<file path="src/rtl/eth_tx_pkg.sv">
package eth_tx_pkg;

    typedef enum logic [2:0] {
        ST_IDLE,
        ST_PRE,
        ST_SFD,
        ST_DST,
        ST_SRC,
        ST_LEN,
        ST_DATA,
        ST_FCS
    } tx_state_e;

    // Reflected 32-bit CRC step over one byte
    function automatic logic [31:0] crc32_step(input logic [31:0] c, input logic [7:0] d);
        logic [31:0] r;
        r = c ^ {24'h0, d};
        for (int i = 0; i < 8; i++) begin
            r = r[0] ? ((r >> 1) ^ 32'hEDB88320) : (r >> 1);
        end
        return r;
    endfunction

    // Non-reflected 16-bit CRC step over one byte
    function automatic logic [15:0] crc16_step(input logic [15:0] c, input logic [7:0] d);
        logic [15:0] r;
        r = c ^ {d, 8'h00};
        for (int i = 0; i < 8; i++) begin
            r = r[15] ? ((r << 1) ^ 16'h1021) : (r << 1);
        end
        return r;
    endfunction

endpackage

</file>
<file path="src/rtl/tx_crc_gen.sv">
module tx_crc_gen
    import eth_tx_pkg::*;
(
    input  logic        clk,
    input  logic        rst_n,
    input  logic        clr_i,
    input  logic        upd_i,
    input  logic        sel32_i,
    input  logic [7:0]  data_i,
    output logic [31:0] crc_o
);
    logic [31:0] crc_d, crc_q;

    always_comb begin
        crc_d = crc_q;
        if (clr_i) begin
            crc_d = 32'hFFFF_FFFF;
        end else if (upd_i) begin
            crc_d = sel32_i ? crc32_step(crc_q, data_i)
                            : {16'h0000, crc16_step(crc_q[15:0], data_i)};
        end
    end

    always_ff @(posedge clk or negedge rst_n) begin
        if (!rst_n) crc_q <= 32'hFFFF_FFFF;
        else        crc_q <= crc_d;
    end

    assign crc_o = crc_q;


    clr_upd_excl_chk: assert property (@(posedge clk) disable iff (!rst_n)
        clr_i |-> !upd_i);
endmodule

</file>
<file path="src/rtl/tx_ifg_timer.sv">
module tx_ifg_timer #(
    parameter int IFG_BYTES = 12
) (
    input  logic clk,
    input  logic rst_n,
    input  logic load_i,
    output logic busy_o
);
    localparam int W = $clog2(IFG_BYTES + 1);

    logic [W-1:0] gap_d, gap_q;

    always_comb begin
        gap_d = gap_q;
        if (load_i)                gap_d = W'(IFG_BYTES - 1);
        else if (gap_q != '0)      gap_d = gap_q - 1'b1;
    end

    always_ff @(posedge clk or negedge rst_n) begin
        if (!rst_n) gap_q <= '0;
        else        gap_q <= gap_d;
    end

    assign busy_o = (gap_q != '0);


    load_idle_chk: assert property (@(posedge clk) disable iff (!rst_n)
        load_i |-> !busy_o);
endmodule

</file>
<file path="src/rtl/eth_tx_framer.sv">
module eth_tx_framer
    import eth_tx_pkg::*;
#(
    parameter int MAX_ADDR  = 6,
    parameter int PRE_BYTES = 7,
    parameter int IFG_BYTES = 12
) (
    input  logic                       clk,
    input  logic                       rst_n,
    input  logic                       start_i,
    input  logic [8*MAX_ADDR-1:0]      dst_addr_i,
    input  logic [8*MAX_ADDR-1:0]      station_addr_i,
    input  logic [$clog2(MAX_ADDR+1)-1:0] addr_len_i,
    input  logic                       crc32_sel_i,
    input  logic                       crc_en_i,
    input  logic                       len_auto_i,
    input  logic [15:0]                len_i,
    input  logic [7:0]                 pl_data_i,
    input  logic                       pl_valid_i,
    input  logic                       pl_last_i,
    output logic                       pl_ready_o,
    output logic [7:0]                 tx_data_o,
    output logic                       tx_valid_o,
    output logic                       tx_active_o
);
    localparam int AW      = 8 * MAX_ADDR;
    localparam int ALW     = $clog2(MAX_ADDR + 1);
    localparam int CNT_MAX = (PRE_BYTES > MAX_ADDR) ? ((PRE_BYTES > 4) ? PRE_BYTES : 4)
                                                    : ((MAX_ADDR > 4) ? MAX_ADDR : 4);
    localparam int CW      = $clog2(CNT_MAX);

    typedef struct packed {
        tx_state_e      st;
        logic [CW-1:0]  cnt;
        logic [ALW-1:0] alen;
        logic           c32;
        logic           cen;
        logic           lauto;
        logic [15:0]    len;
        logic [AW-1:0]  dst;
        logic [AW-1:0]  src;
    } fr_t;

    fr_t         r_d, r_q;
    logic        crc_clr, crc_upd, gap_load, gap_busy;
    logic [31:0] crc_w;
    logic [7:0]  out_byte;
    logic        out_vld, rdy;
    tx_state_e   after_src;
    logic        fcs_last;

    tx_crc_gen u_crc (
        .clk     (clk),
        .rst_n   (rst_n),
        .clr_i   (crc_clr),
        .upd_i   (crc_upd),
        .sel32_i (r_q.c32),
        .data_i  (out_byte),
        .crc_o   (crc_w)
    );

    tx_ifg_timer #(.IFG_BYTES(IFG_BYTES)) u_ifg (
        .clk    (clk),
        .rst_n  (rst_n),
        .load_i (gap_load),
        .busy_o (gap_busy)
    );

    always_comb begin
        r_d       = r_q;
        out_byte  = 8'h00;
        out_vld   = 1'b0;
        rdy       = 1'b0;
        crc_clr   = 1'b0;
        crc_upd   = 1'b0;
        gap_load  = 1'b0;
        after_src = r_q.lauto ? ST_LEN : ST_DATA;
        fcs_last  = r_q.c32 ? (r_q.cnt == CW'(3)) : (r_q.cnt == CW'(1));

        unique case (r_q.st)
            ST_IDLE: begin
                if (start_i && !gap_busy) begin
                    r_d.st    = ST_PRE;
                    r_d.cnt   = '0;
                    r_d.alen  = (addr_len_i > ALW'(MAX_ADDR)) ? ALW'(MAX_ADDR) : addr_len_i;
                    r_d.c32   = crc32_sel_i;
                    r_d.cen   = crc_en_i;
                    r_d.lauto = len_auto_i;
                    r_d.len   = len_i;
                    r_d.dst   = dst_addr_i;
                    r_d.src   = station_addr_i;
                    crc_clr   = 1'b1;
                end
            end
            ST_PRE: begin
                out_byte = 8'h55;
                out_vld  = 1'b1;
                r_d.cnt  = r_q.cnt + 1'b1;
                if (r_q.cnt == CW'(PRE_BYTES - 1)) begin
                    r_d.st  = ST_SFD;
                    r_d.cnt = '0;
                end
            end
            ST_SFD: begin
                out_byte = 8'hD5;
                out_vld  = 1'b1;
                r_d.cnt  = '0;
                r_d.st   = (r_q.alen != '0) ? ST_DST : after_src;
            end
            ST_DST: begin
                out_byte = r_q.dst[8*r_q.cnt +: 8];
                out_vld  = 1'b1;
                crc_upd  = 1'b1;
                r_d.cnt  = r_q.cnt + 1'b1;
                if (r_q.cnt == CW'(r_q.alen - 1'b1)) begin
                    r_d.st  = ST_SRC;
                    r_d.cnt = '0;
                end
            end
            ST_SRC: begin
                out_byte = r_q.src[8*r_q.cnt +: 8];
                out_vld  = 1'b1;
                crc_upd  = 1'b1;
                r_d.cnt  = r_q.cnt + 1'b1;
                if (r_q.cnt == CW'(r_q.alen - 1'b1)) begin
                    r_d.st  = after_src;
                    r_d.cnt = '0;
                end
            end
            ST_LEN: begin
                out_byte = (r_q.cnt == '0) ? r_q.len[15:8] : r_q.len[7:0];
                out_vld  = 1'b1;
                crc_upd  = 1'b1;
                r_d.cnt  = r_q.cnt + 1'b1;
                if (r_q.cnt == CW'(1)) begin
                    r_d.st  = ST_DATA;
                    r_d.cnt = '0;
                end
            end
            ST_DATA: begin
                rdy = 1'b1;
                if (pl_valid_i) begin
                    out_byte = pl_data_i;
                    out_vld  = 1'b1;
                    crc_upd  = 1'b1;
                    if (pl_last_i) begin
                        r_d.cnt = '0;
                        if (r_q.cen) begin
                            r_d.st = ST_FCS;
                        end else begin
                            r_d.st   = ST_IDLE;
                            gap_load = 1'b1;
                        end
                    end
                end
            end
            ST_FCS: begin
                out_byte = r_q.c32 ? ~crc_w[8*r_q.cnt +: 8]
                                   : ((r_q.cnt == '0) ? crc_w[15:8] : crc_w[7:0]);
                out_vld  = 1'b1;
                r_d.cnt  = r_q.cnt + 1'b1;
                if (fcs_last) begin
                    r_d.st   = ST_IDLE;
                    r_d.cnt  = '0;
                    gap_load = 1'b1;
                end
            end
            default: r_d.st = ST_IDLE;
        endcase
    end

    always_ff @(posedge clk or negedge rst_n) begin
        if (!rst_n) r_q <= '0;
        else        r_q <= r_d;
    end

    assign tx_data_o   = out_byte;
    assign tx_valid_o  = out_vld;
    assign pl_ready_o  = rdy;
    assign tx_active_o = (r_q.st != ST_IDLE);


    valid_in_frame_chk: assert property (@(posedge clk) disable iff (!rst_n)
        tx_valid_o |-> tx_active_o);


    pre_first_chk: assert property (@(posedge clk) disable iff (!rst_n)
        $rose(tx_active_o) |-> (tx_valid_o && tx_data_o == 8'h55));


    gap_hold_chk: assert property (@(posedge clk) disable iff (!rst_n)
        (!tx_active_o && gap_busy) |=> !tx_active_o);


    ready_in_frame_chk: assert property (@(posedge clk) disable iff (!rst_n)
        pl_ready_o |-> tx_active_o);


    fcs_follow_chk: assert property (@(posedge clk) disable iff (!rst_n)
        (pl_valid_i && pl_ready_o && pl_last_i && r_q.cen) |=> (tx_valid_o && tx_active_o));
endmodule

</file>
<file path="config.mk">
export PLATFORM = sky130hd
export DESIGN_NAME = eth_tx_framer
export DESIGN_NICKNAME = d
export VERILOG_FILES = /design/src/rtl/eth_tx_pkg.sv /design/src/rtl/tx_crc_gen.sv /design/src/rtl/tx_ifg_timer.sv /design/src/rtl/eth_tx_framer.sv
export SDC_FILE = /design/constraint.sdc
export NUM_CORES = 1
export LEC_CHECK = 0
export ABC_CLOCK_PERIOD_IN_PS = 4400
export BUFFER_PORTS_ARGS = -buffer_cell sky130_fd_sc_hd__buf_2
export CORE_UTILIZATION = 55
export DETAILED_ROUTE_END_ITERATION = 6
export GPL_TIMING_DRIVEN = 0
export PLACE_DENSITY = 0.78
export SLEW_MARGIN = 20
export SYNTH_ARGS = -nofsm -noshare
export SYNTH_HDL_FRONTEND = slang
export SYNTH_HIERARCHICAL = 1
export SYNTH_SLANG_ARGS = --single-unit
</file>
<file path="constraint.sdc">
create_clock -name clk -period 4.4 [get_ports clk]
set_input_delay 0.44 -clock clk [delete_from_list [all_inputs] [get_ports clk]]
set_output_delay 0.44 -clock clk [all_outputs]
set_load 0.02 [all_outputs]
</file>
After elaboration in Yosys (flattened, before gate mapping)
Index checks and enable logic that the tools add are counted.
{"block": "word_totals", "ff_bits": 160, "latchBits": 0, "ram_bits": 0, "rom_bits": 0, "inputBits": 131, "out_inout_bits": 11, "wordCells": 121, "memories": 0}
{"block": "op_classes", "n_addsub": 3, "mul": 0, "n_div": 0, "order_cmp": 1, "n_eq_ne": 19, "shifts": 3, "mux": 51, "bitwise_logic": 19, "reduce_logical": 14}
{"operator": "two-way mux 32 bit", "count": 11}
{"operator": "two-way mux 124 bit", "count": 1}
{"operator": "inverter 13 -> 14 bit", "count": 8}
{"operator": "two-way mux 13 bit", "count": 8}
{"operator": "variable part select 48 x 7 -> 8 bit", "count": 2}
{"operator": "case mux 8 bit (7 select lines)", "count": 1}
{"operator": "case mux 6 bit (8 select lines)", "count": 1}
{"operator": "two-way mux 6 bit", "count": 7}
{"operator": "two-way mux 8 bit", "count": 4}
{"operator": "variable part select 32 x 7 -> 8 bit", "count": 1}
{"operator": "bitwise XOR 32 x 8 -> 32 bit", "count": 1}
{"operator": "inverter 3 bit", "count": 8}
{"operator": "inequality test 2 bit (second input constant)", "count": 8}
{"operator": "bitwise XOR 16 bit", "count": 1}
{"operator": "equality test 3 bit (second input constant)", "count": 5}
{"operator": "equality test 3 x 2 -> 1 bit (second input constant)", "count": 3}
{"operator": "two-way mux 1 bit", "count": 9}
{"operator": "two-way mux 3 bit", "count": 3}
{"operator": "two-way mux 4 bit", "count": 2}
{"operator": "inverter 8 bit", "count": 1}
{"operator": "AND reduction 8 bit", "count": 1}
{"operator": "equality test 3 x 1 -> 1 bit (second input constant)", "count": 2}
{"operator": "logical NOT 3 bit", "count": 2}
{"operator": "case mux 1 bit (2 select lines)", "count": 3}
{"operator": "15 further kinds", "count": 17}

Longest topological paths before layout
Gate-level depths: netlist (run 1).
{"block": "logic_depth", "ltp_word": 24, "mapped_depth": 16, "depth_no_buf": 12}

Hierarchy
The synthesis (run 1) kept the hierarchy.
{"module": "eth_tx_framer", "n_inst": 1, "cells_per_inst": 763, "area_each_um2": 6546.3, "seq_area_each_um2": 3103.0}
{"module": "tx_crc_gen", "n_inst": 1, "cells_per_inst": 235, "area_each_um2": 2504.9, "seq_area_each_um2": 840.8}
{"module": "tx_ifg_timer", "n_inst": 1, "cells_per_inst": 23, "area_each_um2": 221.5, "seq_area_each_um2": 100.1}

Least setup slack after synthesis (run 1)
No wires, ideal clock.
{"block": "synth_timing", "kind": "register to register", "from": "register r_q[121] (netlist bit)", "to": "register u_crc.crc_q[19] (netlist: u_crc/crc_o[19])", "setup_time_ns": 0.078, "t_arrival_ns": 4.417, "required_ns": 4.322, "setup_slack_ns": -0.095, "stages_incl_launch_ff": 12, "n_path_buf": 2, "period_less_slack_ns": 4.495, "path_cell_list": "dfrtp_1 -> buf_2 -> nor3b_1 -> buf_2 -> nand2_1 -> a32o_1 -> o311ai_0 -> xnor2_4 -> xnor2_2 -> xnor2_2 -> xnor3_1 -> a31o_1"}
{"block": "synth_via", "word_cells_on_any_way": 32, "cone_classes": "7 x eq/ne; 14 x mux; 8 x bitwise; 3 x reduce/logical"}
{"element": "start, declared", "line": "eth_tx_framer.sv:44", "source": "fr_t r_d, r_q;"}
{"element": "start signal, assigned", "line": "eth_tx_framer.sv:174", "source": "else r_q <= r_d;"}
{"element": "equality test 3 bit (tied with other cells)", "line": "eth_tx_framer.sv:80", "source": "unique case (r_q.st)"}
{"element": "case mux 8 bit (7 select lines) (*)", "line": "eth_tx_framer.sv:80"}
{"element": "named net tx_data_o[3]", "line": "eth_tx_framer.sv:22", "source": "output logic [7:0] tx_data_o,"}
{"element": "bitwise XOR 32 x 8 -> 32 bit (*)", "line": "eth_tx_pkg.sv:17", "source": "r = c ^ {24'h0, d};"}
{"element": "two-way mux 32 bit (*) (5 in a row)", "line": "eth_tx_pkg.sv:19", "source": "r = r[0] ? ((r >> 1) ^ 32'hEDB88320) : (r >> 1);"}
{"element": "inverter 13 -> 14 bit (no source line)"}
{"element": "two-way mux 32 bit (*)", "line": "eth_tx_pkg.sv:19"}
{"element": "inverter 13 -> 14 bit (no source line)"}
{"element": "two-way mux 32 bit (*)", "line": "eth_tx_pkg.sv:19"}
{"element": "inverter 13 -> 14 bit (no source line)"}
{"element": "two-way mux 32 bit (*)", "line": "eth_tx_pkg.sv:19"}
{"element": "two-way mux 32 bit (*)", "line": "tx_crc_gen.sv:19", "source": "crc_d = sel32_i ? crc32_step(crc_q, data_i)"}
{"element": "two-way mux 32 bit (*)", "line": "tx_crc_gen.sv:18", "source": "end else if (upd_i) begin"}
{"element": "two-way mux 32 bit (*)", "line": "tx_crc_gen.sv:16", "source": "if (clr_i) begin"}
{"element": "end signal, assigned", "line": "tx_crc_gen.sv:26", "source": "else crc_q <= crc_d;"}
{"element": "end, declared", "line": "tx_crc_gen.sv:12", "source": "logic [31:0] crc_d, crc_q;"}
The timed path passes the listed nets; every way through them passes the cells marked *. The select of a mux whose other input is x is not followed.
A chain may end at the register's enable or synchronous reset.

Worst setup path after layout (run 1)
{"block": "layout_timing", "from": "register r_q[118] (netlist bit)", "to": "register u_crc.crc_q[6] (netlist: u_crc/crc_o[6])"}
{"block": "layout_via", "elab_chain_cells": 17, "word_cells_on_any_way": 33, "cone_classes": "3 x shift; 23 x mux; 6 x bitwise; 1 x reduce/logical"}
{"element": "variable part select 32 x 7 -> 8 bit / logical NOT 3 bit (equally long branches)", "line": "eth_tx_framer.sv:158, eth_tx_framer.sv:131, eth_tx_framer.sv:159"}
{"element": "inverter 8 bit / two-way mux 8 bit (equally long branches)", "line": "eth_tx_framer.sv:158, eth_tx_framer.sv:159"}
{"element": "two-way mux 8 bit", "line": "eth_tx_framer.sv:158", "source": "out_byte = r_q.c32 ? ~crc_w[8*r_q.cnt +: 8]"}
{"element": "case mux 8 bit (7 select lines) (*)", "line": "eth_tx_framer.sv:80"}
{"element": "bitwise XOR 32 x 8 -> 32 bit", "line": "eth_tx_pkg.sv:17"}
{"element": "two-way mux 32 bit (5 in a row)", "line": "eth_tx_pkg.sv:19"}
{"element": "inverter 13 -> 14 bit (no source line)"}
{"element": "two-way mux 32 bit (3 in a row)", "line": "eth_tx_pkg.sv:19"}
{"element": "two-way mux 32 bit (*)", "line": "tx_crc_gen.sv:19"}
{"element": "two-way mux 32 bit (*)", "line": "tx_crc_gen.sv:18"}
{"element": "two-way mux 32 bit (*)", "line": "tx_crc_gen.sv:16"}
Every way passes the cells marked *; elsewhere a longest branch is shown, timed or not. The select of a mux whose other input is x is not followed.

==> results.cfg, run 1 <==
[synth]
synth_edf_count = 0
yosys.cell_count.top_type = nand2_1
synth_ff_type = dfrtp_1
synth_common_cells = 380 x nand2_1, 128 x dfrtp_1, 52 x xnor2_1
yosysTopAreaCell = dfrtp_1
synth_seq_area_share_pct = 43.61
synth.top_cell.area_share_pct = 34.54
ys_top_cells_by_area = dfrtp_1 35%, nand2_1 15%, dfstp_2 9.1%
synth_seq_cells = 160
yosys_warnings = 6
syn_avg_cell_area_sq_um = 9.082
syn-num-nets = 1161
synth_cell_type_count = 66
synthCells = 1021
syn_area_sq_mm = 0.009273
async_reset_ff_share_pct = 100.0

[clock_network]
clk_pin_slew_ns = 0.07
h-tree-depth = 4
cts-buffers-inserted = 17
clkLatencyLatePin_ns = 0.44
cts_root_buffer = clkbuf_16
cts_sinks = 160
clk_path_buf_depth = 2
tritoncts = done

[worst_setup_path]
crit_path_start_kind = flop
worstSetupEndpointType = flop
ff2ff_setup_slack_ns = 0.13
arrival_ns = 4.63
crit_required_ns = 4.76
cp_max_fo = 10
path_class = flop to flop

[grt]
antenna_found_initial = 0
grt_max_degree = 100
grt_usage_pct = 33.45
overflow = 0
grt_pass1_wl_um = 44200
grt_pass1_vias = 8313

[placed_design]
io_buffers = 140
hpwlAfterDp_um = 20310
placed_cell_area_sq_mm = 0.01030
place_congestion = 0.9632
dp_worst_setup_slack_ns = -0.3928

[routing]
drtAntennaViolNets = 0
wire_per_inst_um = 19.74
drt_first_pass_iters = 5
drc = 0
drt_wl_total_um = 28090
via_per_inst = 5.897
drt-initial-drc-count = 738
vias = 8391

[cells_and_area]
area_delta_synth_final_pct = 20.07
diodes = 0
stdcell_area_sq_mm = 0.01113
layout.nets = 1330
drive_above_1_share_pct = 25.27
fill_cells = 1342

[timing]
finalSetupTns_ns = 0
fmax_mhz = 234.4
setup_viol = 0
hold_violations = 0
fin_skew_ns = 0.008769
setup_ws_ns = 0.1333
slew_headroom_pct = 41.53
post-route-period-util_pct = 96.97
drv_slew = 0
worstMarginPinSlew_ns = 0.8756
layout_min_cycle_time_ns = 4.267

[floorplan]
die-height_um = 131.8
boundaryPins = 142
start_util_pct = 56.11
dieArea_sq_mm = 0.01738
rows = 47
core_sq_mm = 0.01652
die-width_um = 131.8

[run]
drv_cap = 0

[min_path]
hold_class = primary input to flop

[status]
status = completed
==> sequential cells by signal, indices dropped and copies added, names as in the netlist <==
name and cells:
u_ifg/gap_q 4, u_crc/crc_o 32, r_q 124
==> metal layers <==
layer / up-vias / track usage, % / part of all wire [%]
met4: 0 / 18.15 / 5.0
met5: - / 0 / 0
met3: 109 / 7.382 / 8.1
met2: 495 / 52.88 / 47
li1: 3765 / - / -
met1: 4022 / 43.12 / 40
==> per-stage QoR <==
step,hold slack [ns],std cells,utilization (%)
5_1_grt,0.1891,1423,67.37
3_5_place_dp,0.4045,1383,62.32
2_1_floorplan,0.1444,1021,-
6_report,0.1856,1423,67.37
4_1_cts,0.1793,1416,66.40
3_3_place_gp,0.4523,1381,62.02
==> cell families (layout without fill, tap and decap cells) <==
logic type	Yosys count	after routing	synth area share (%)
AND/OR/NAND/NOR	498	498	22.53
flip-flops	160	160	43.61
AO/OA/AOI/OAI	121	121	8.258
XOR/XNOR	92	92	11.11
buffers and inverters	83	265	3.981
multiplexers	58	58	9.297
adder cells (fa/ha/maj)	9	9	1.214
==> what timing repair did <==
item	CTS	global route
setup buffers	0	7
hold buffers	1	0
endpoints found under the hold margin	61	0
pin swaps	1	3
setup endpoints to repair	23	14
resized for setup	11	11
==> worst max-delay path: stages (launching register included) <==
cell and delay, ns:
dfrtp_1 0.39, buf_2 0.21, buf_8 0.22, clkinvlp_4 0.19, ha_1 0.26, or3b_1 0.17, clkbuf_1 0.33, nor2_1 0.08
nor4_1 0.60, a311oi_1 0.15, nand3_2 0.09, buf_4 0.20, xor2_4 0.25, xor3_1 0.36, mux2i_1 0.24, xor2_1 0.12
a211o_1 0.31
==> cell usage in the layout, fill, tap and decap left out, types with 14 or more instances in the layout <==
master	n
inv_1	17
mux4_2	22
nor2_1	27
nor3_1	22
xor2_1	19
buf_2	163
xnor2_1	49
a21oi_1	40
mux2i_1	31
dfstp_2	32
o21ai_1	14
nand2_1	380
clkbuf_16	17
clkbuf_1	29
dfrtp_1	128
o21ai_0	14
==> path summary, 6_finish.rpt <==
| check | start | end | cells past startpoint |
|---|---|---|---|
| max | r_q[118]$_DFFE_PN0P_ | u_crc/crc_o[6]$_DFFE_PN1P_ | 16 |
| min | station_addr_i[32] | r_q[32]$_DFFE_PN0P_ | 3 |
| max reg2reg | r_q[118]$_DFFE_PN0P_ | u_crc/crc_o[6]$_DFFE_PN1P_ | 16 |
| min reg2reg | r_q[33]$_DFFE_PN0P_ | r_q[33]$_DFFE_PN0P_ | 2 |
| max in group asynchronous | rst_n | u_crc/crc_o[8]$_DFFE_PN1P_ | 3 |
| min in group asynchronous | rst_n | u_ifg/gap_q[0]$_DFFE_PN0P_ | 2 |
==> layout make-up <==
cell class / instances / area (sq um) / share of cell area [%]
multi-input cells: 778 / 5004 / 44.94
flip-flops and latches: 160 / 4044 / 36.32
repair buffers: 150 / 830.8 / 7.462
clock buffers: 17 / 425.4 / 3.821
plain buffers: 63 / 307.8 / 2.765
well taps: 220 / 275.3 / 2.472
clock inverters: 15 / 167.7 / 1.506
inverters: 20 / 78.83 / 0.7080
Power of run 1 is not shown: default switching activity piles up to over one toggle a cycle in this logic, so the estimate is an artifact.
==> inputs of run 2 (changes only) <==
--- a/config.mk
+++ b/config.mk
@@ -5,7 +5,7 @@
 export SDC_FILE = /design/constraint.sdc
 export NUM_CORES = 1
 export LEC_CHECK = 0
-export ABC_CLOCK_PERIOD_IN_PS = 4400
+export ABC_CLOCK_PERIOD_IN_PS = 4600
 export BUFFER_PORTS_ARGS = -buffer_cell sky130_fd_sc_hd__buf_2
 export CORE_UTILIZATION = 55
 export DETAILED_ROUTE_END_ITERATION = 6
==> constraint.sdc (replaced) <==
create_clock -name clk -period 4.6 [get_ports clk]
set_input_delay 0.46 -clock clk [delete_from_list [all_inputs] [get_ports clk]]
set_output_delay 0.46 -clock clk [all_outputs]
set_load 0.02 [all_outputs]
==> run 2 against run 1 <==
The run now ends with DRC left. First-iteration DRC count grew 11%. Routed wire length grew 0.56%. Worst hold slack gained 0.026 ns. Fmax shrank 4.9%. Global-route usage shrank 0.11 points. Via count shrank 1.0%. Register-to-register slack lost 0.02 ns. Sequential cell count is the same. Clock skew grew 0.0022 ns.
==> results.cfg, run 2 (synthesis results as in run 1) <==
[status]
status = finished with violations
violations = DRC

[grt]
antenna_found_initial = 0
grt_usage_pct = 33.34
grt_max_degree = 103
grt_pass1_vias = 8069
grt_pass1_wl_um = 44120
overflow = 0

[clock_network]
clk_path_buf_depth = 2
cts_root_buffer = clkbuf_16
tritoncts = done
clkLatencyLatePin_ns = 0.43
cts-buffers-inserted = 17
h-tree-depth = 4
cts_sinks = 160
clk_pin_slew_ns = 0.07

[routing]
via_per_inst = 5.857
wire_per_inst_um = 19.92
drt_wl_total_um = 28240
drc = 9
drt-initial-drc-count = 822
vias = 8305
drtAntennaViolNets = 0
drt_first_pass_iters = 7

[floorplan]
die-height_um = 131.8
boundaryPins = 142
dieArea_sq_mm = 0.01738
die-width_um = 131.8
core_sq_mm = 0.01652
start_util_pct = 56.11
rows = 47

[worst_setup_path]
crit_required_ns = 4.97
arrival_ns = 4.85
cp_max_fo = 10
crit_path_start_kind = flop
worstSetupEndpointType = flop
path_class = flop to flop

[min_path]
hold_class = primary input to flop

[cells_and_area]
stdcell_area_sq_mm = 0.01108
largest_reg_flops = 124
diodes = 0
final_common_cell = nand2_1
mostFrequentLayoutCells = 380 x nand2_1, 162 x buf_2, 128 x dfrtp_1
layout.nets = 1325
drive_above_1_share_pct = 24.87
regMostFlops = r_q
area_delta_synth_final_pct = 19.44

[timing]
fin_skew_ns = 0.01094
rsz0062_at_grt = yes
worstMarginPinSlew_ns = 0.7981
layout_min_cycle_time_ns = 4.485
setup_viol = 0
slew_headroom_pct = 46.71
drv_slew = 0
post-route-period-util_pct = 97.50
fmax_mhz = 223.0
hold_violations = 0

[placed_design]
place_congestion = 0.9684
io_buffers = 140
placed_cell_area_sq_mm = 0.01030
hpwlAfterDp_um = 20220

[run]
drv_cap = 0
-- run 2: cell types whose count changed in the layout (fill, tap and decap cells not counted), sizes merged --
cell / change
buf: -6
clkinv: -6
clkbuf: +3
bufinv: +2
inv: +2
-- run 2: worst paths after layout --
path,from,endpoint,slack [ns],depth (start not counted)
worst min register to register,r_q[20]$_DFFE_PN0P_,r_q[20]$_DFFE_PN0P_,0.47,2
worst max-delay path,r_q[118]$_DFFE_PN0P_,u_crc/crc_o[6]$_DFFE_PN1P_,0.11,16
worst max register to register,r_q[118]$_DFFE_PN0P_,u_crc/crc_o[6]$_DFFE_PN1P_,0.11,16
worst min-delay path,station_addr_i[21],r_q[21]$_DFFE_PN0P_,0.21,3
min in group asynchronous,rst_n,r_q[117]$_DFFE_PN0P_,0.54,2
max in group asynchronous,rst_n,r_q[59]$_DFFE_PN0P_,3.20,3
-- run 2: critical path, stage by stage, from the launching register on --
cell	delay [ns]
dfrtp_1	0.38
buf_2	0.20
buf_4	0.31
inv_1	0.21
ha_1	0.25
nor2b_1	0.13
clkbuf_2	0.20
clkbuf_4	0.26
nor3_1	0.16
nor4_1	0.12
a311oi_2	0.37
nand3_2	0.31
xor2_2	0.41
xor3_1	0.38
mux2i_1	0.25
xor2_1	0.15
a211o_1	0.32
-- run 2: cell type report --
type	count	area [sq um]
multi-input cells	778	4980
repair buffers	145	783.3
well taps	220	275.3
clock buffers	19	452.9
fillers	1334	5449
plain buffers	63	300.3
inverters	20	75.07
flip-flops and latches	160	4044
clock inverters	13	165.2
-- run 2: metal layers --
metal  wire [um]  vias up  GRT usage (%)
li1            -     3754              -
met1       11250     3992          44.66
met2       13370      479          52.44
met3        2569       80          7.459
met4        1059        0          14.28
met5           0        -              0
-- run 2: per-stage QoR --
step | utilization [%] | hold slack [ns] | TNS (ns) | instances | worst slack [ns]
after CTS | 66.75 | 0.2053 | 0 | 1418 | 0.1434
after floorplan | - | 0.1644 | 0 | 1021 | 0.1051
after global placement | 62.02 | 0.4534 | -4.900 | 1381 | -0.4406
after global routing | 67.03 | 0.2115 | -0.03010 | 1418 | -0.03010
final | 67.03 | 0.2114 | 0 | 1418 | 0.1148
after detailed placement | 62.34 | 0.4142 | -1.896 | 1382 | -0.3812
-- run 2: repair_timing --
item | in CTS | in global routing
hold buffers | 1 | 0
endpoints found under the hold margin | 26 | 0
gates resized for setup | 9 | 7
setup buffers | 3 | 0
endpoints found under the setup margin | 12 | 6
pin swaps | 1 | 0
Power of run 2 is left out for the same reason.
==> inputs of run 3 (changes only) <==
==> constraint.sdc (replaced) <==
create_clock -name clk -period 4.6 [get_ports clk]
set_input_delay 0.23 -clock clk [delete_from_list [all_inputs] [get_ports clk]]
set_output_delay 0.23 -clock clk [all_outputs]
set_load 0.02 [all_outputs]
==> run 3 against run 2 <==
The run now ends clean. Largest cell class unchanged. Cell area increased by 5.5%. Die area did not move. Routed wire length up 5.8%. Global-route usage up 2.0 points. Critical endpoint unchanged. Worst hold slack worse by 0.21 ns. Core utilization up 3.7 points. Worst setup slack better by 0.044 ns. Clock skew grew 0.00074 ns. Critical path depth unchanged.
==> results.cfg, run 3 (synthesis results as in run 1) <==
[status]
status = completed

[timing]
drv_slew = 0
worstMarginPinSlew_ns = 0.8157
hold_violations = 0
rsz0062_at_grt = yes
setup_ws_ns = 0.1585
setup_viol = 0
post-route-period-util_pct = 96.55
fmax_mhz = 225.1
fin_skew_ns = 0.01169
layout_min_cycle_time_ns = 4.442
slew_headroom_pct = 45.53

[worst_setup_path]
worstPathCellList = buf_2 -> buf_4 -> inv_1 -> ha_1 -> nor2b_1 -> clkbuf_2 -> clkbuf_4 -> nor3_1 -> nor4_1 -> a311oi_2 -> nand3_2 -> xor2_2 -> xor3_1 -> mux2i_1 -> xor2_1 -> a211o_1
path_class = flop to flop
arrival_ns = 4.81
cp_max_fo = 10
crit_slowest_cell = xor2_2
cp_slowest_stage_delay_ns = 0.40
crit_path_start_kind = flop
crit_required_ns = 4.97
worstSetupEndpointType = flop

[routing]
drt-initial-drc-count = 856
via_per_inst = 5.913
drc = 0
wire_per_inst_um = 20.21
drtAntennaViolNets = 0
drt_wl_total_um = 29890
drt_first_pass_iters = 6
vias = 8745

[placed_design]
dp_cells = 1382
placed_cell_area_sq_mm = 0.01030
io_buffers = 140
hpwlAfterDp_um = 20220
dp_worst_setup_slack_ns = -0.3812
place_congestion = 0.9684

[floorplan]
die-width_um = 131.8
rows = 47
boundaryPins = 142
die-height_um = 131.8
start_util_pct = 56.11
core_sq_mm = 0.01652
dieArea_sq_mm = 0.01738

[pwr]
power_density_mw_per_mm2 = 1035
ir_worst_vdd_uv = 944.9
p_leak_uw = 0.005673

[grt]
grt_pass1_vias = 8600
grt_max_degree = 103
grt_usage_pct = 35.31
grt_pass1_wl_um = 46690
overflow = 0
antenna_found_initial = 0

[cells_and_area]
area_delta_synth_final_pct = 26.03
instances_no_fill = 1479
fill_cells = 1222
final_common_cell = nand2_1
layout.nets = 1386
largest_reg_flops = 124
stdcell_area_sq_mm = 0.01169
mostFrequentLayoutCells = 380 x nand2_1, 162 x buf_2, 128 x dfrtp_1
diodes = 0
regMostFlops = r_q
multi_input_area_sq_mm = 0.004980
ff_latch_area_sq_mm = 0.004044
drive_above_1_share_pct = 23.67

[clock_network]
cts_root_buffer = clkbuf_16
tritoncts = done
clk_pin_slew_ns = 0.07
clk_path_buf_depth = 2
clkLatencyLatePin_ns = 0.44
cts-buffers-inserted = 17
cts_sinks = 160
h-tree-depth = 4

[run]
drv_cap = 0

[min_path]
hold_class = primary input to flop
==> run 3: cell types whose count changed in the layout (fill, tap and decap cells not counted) <==
cell           before  now
dlygate4sd3_1       1   62
==> run 3: repair_timing <==
action	CTS	global route
gates resized for setup	9	7
endpoints found under the hold margin	87	0
pin swaps	1	0
setup endpoints to repair	12	6
buffers inserted	3	0
hold buffers	62	0
==> run 3: final cells by class <==
type,count,share of cell area [%]
flip-flops and latches,160,34.60
inverters,20,0.6424
clock inverters,13,1.413
repair buffers,206,11.93
plain buffers,63,2.570
well taps,220,2.355
multi-input cells,778,42.61
clock buffers,19,3.876
==> run 3: worst max-delay path: cells and delay by family (launching register included) <==
kind / cells / cell delay [ns]
adder cells (fa/ha/maj): 1 / 0.24
multiplexers: 1 / 0.23
flip-flops: 1 / 0.38
buffers and inverters: 5 / 1.19
AO/OA/AOI/OAI: 2 / 0.68
AND/OR/NAND/NOR: 4 / 0.72
XOR/XNOR: 3 / 0.92
==> run 3: metal layers <==
layer / up-vias / track usage [%] / share of wire [%]
met5: - / 0 / 0
met4: 0 / 15.50 / 3.5
met3: 88 / 7.459 / 8.2
met2: 519 / 57.17 / 49
met1: 4266 / 46.01 / 39
li1: 3872 / - / -
==> run 3: where the power goes <==
part	internal [uW]	total, uW	switching, uW
registers	2170	2700	536
logic	3680	7890	4210
clock network	854	1500	649
total	6700	12100	5400
==> run 3: worst paths after layout <==
path / startpoint / endpoint / slack [ns] / cells after the start
setup reg to reg: r_q[118]$_DFFE_PN0P_ / u_crc/crc_o[6]$_DFFE_PN1P_ / 0.16 / 16
setup / recovery: r_q[118]$_DFFE_PN0P_ / u_crc/crc_o[6]$_DFFE_PN1P_ / 0.16 / 16
min in group asynchronous: rst_n / r_q[117]$_DFFE_PN0P_ / 0.31 / 2
hold reg to reg: r_q[20]$_DFFE_PN0P_ / r_q[20]$_DFFE_PN0P_ / 0.47 / 2
max in group asynchronous: rst_n / r_q[43]$_DFFE_PN0P_ / 3.44 / 3
hold / removal: dst_addr_i[19] / r_q[67]$_DFFE_PN0P_ / 0.003 / 3
==> run 3: stage by stage <==
stage | hold WS (ns) | TNS, ns | util, % | power, uW
after floorplan | -0.06559 | 0 | - | 8416
after global placement | 0.4210 | -4.900 | 62.02 | 9832
after detailed placement | 0.1842 | -1.896 | 62.34 | 10030
after CTS | 0.00002448 | 0 | 70.45 | 11840
after global routing | 0.003947 | -0.02564 | 70.72 | 12780
final | 0.002840 | 0 | 70.72 | 12090
Power figures use the tool's default switching activity.
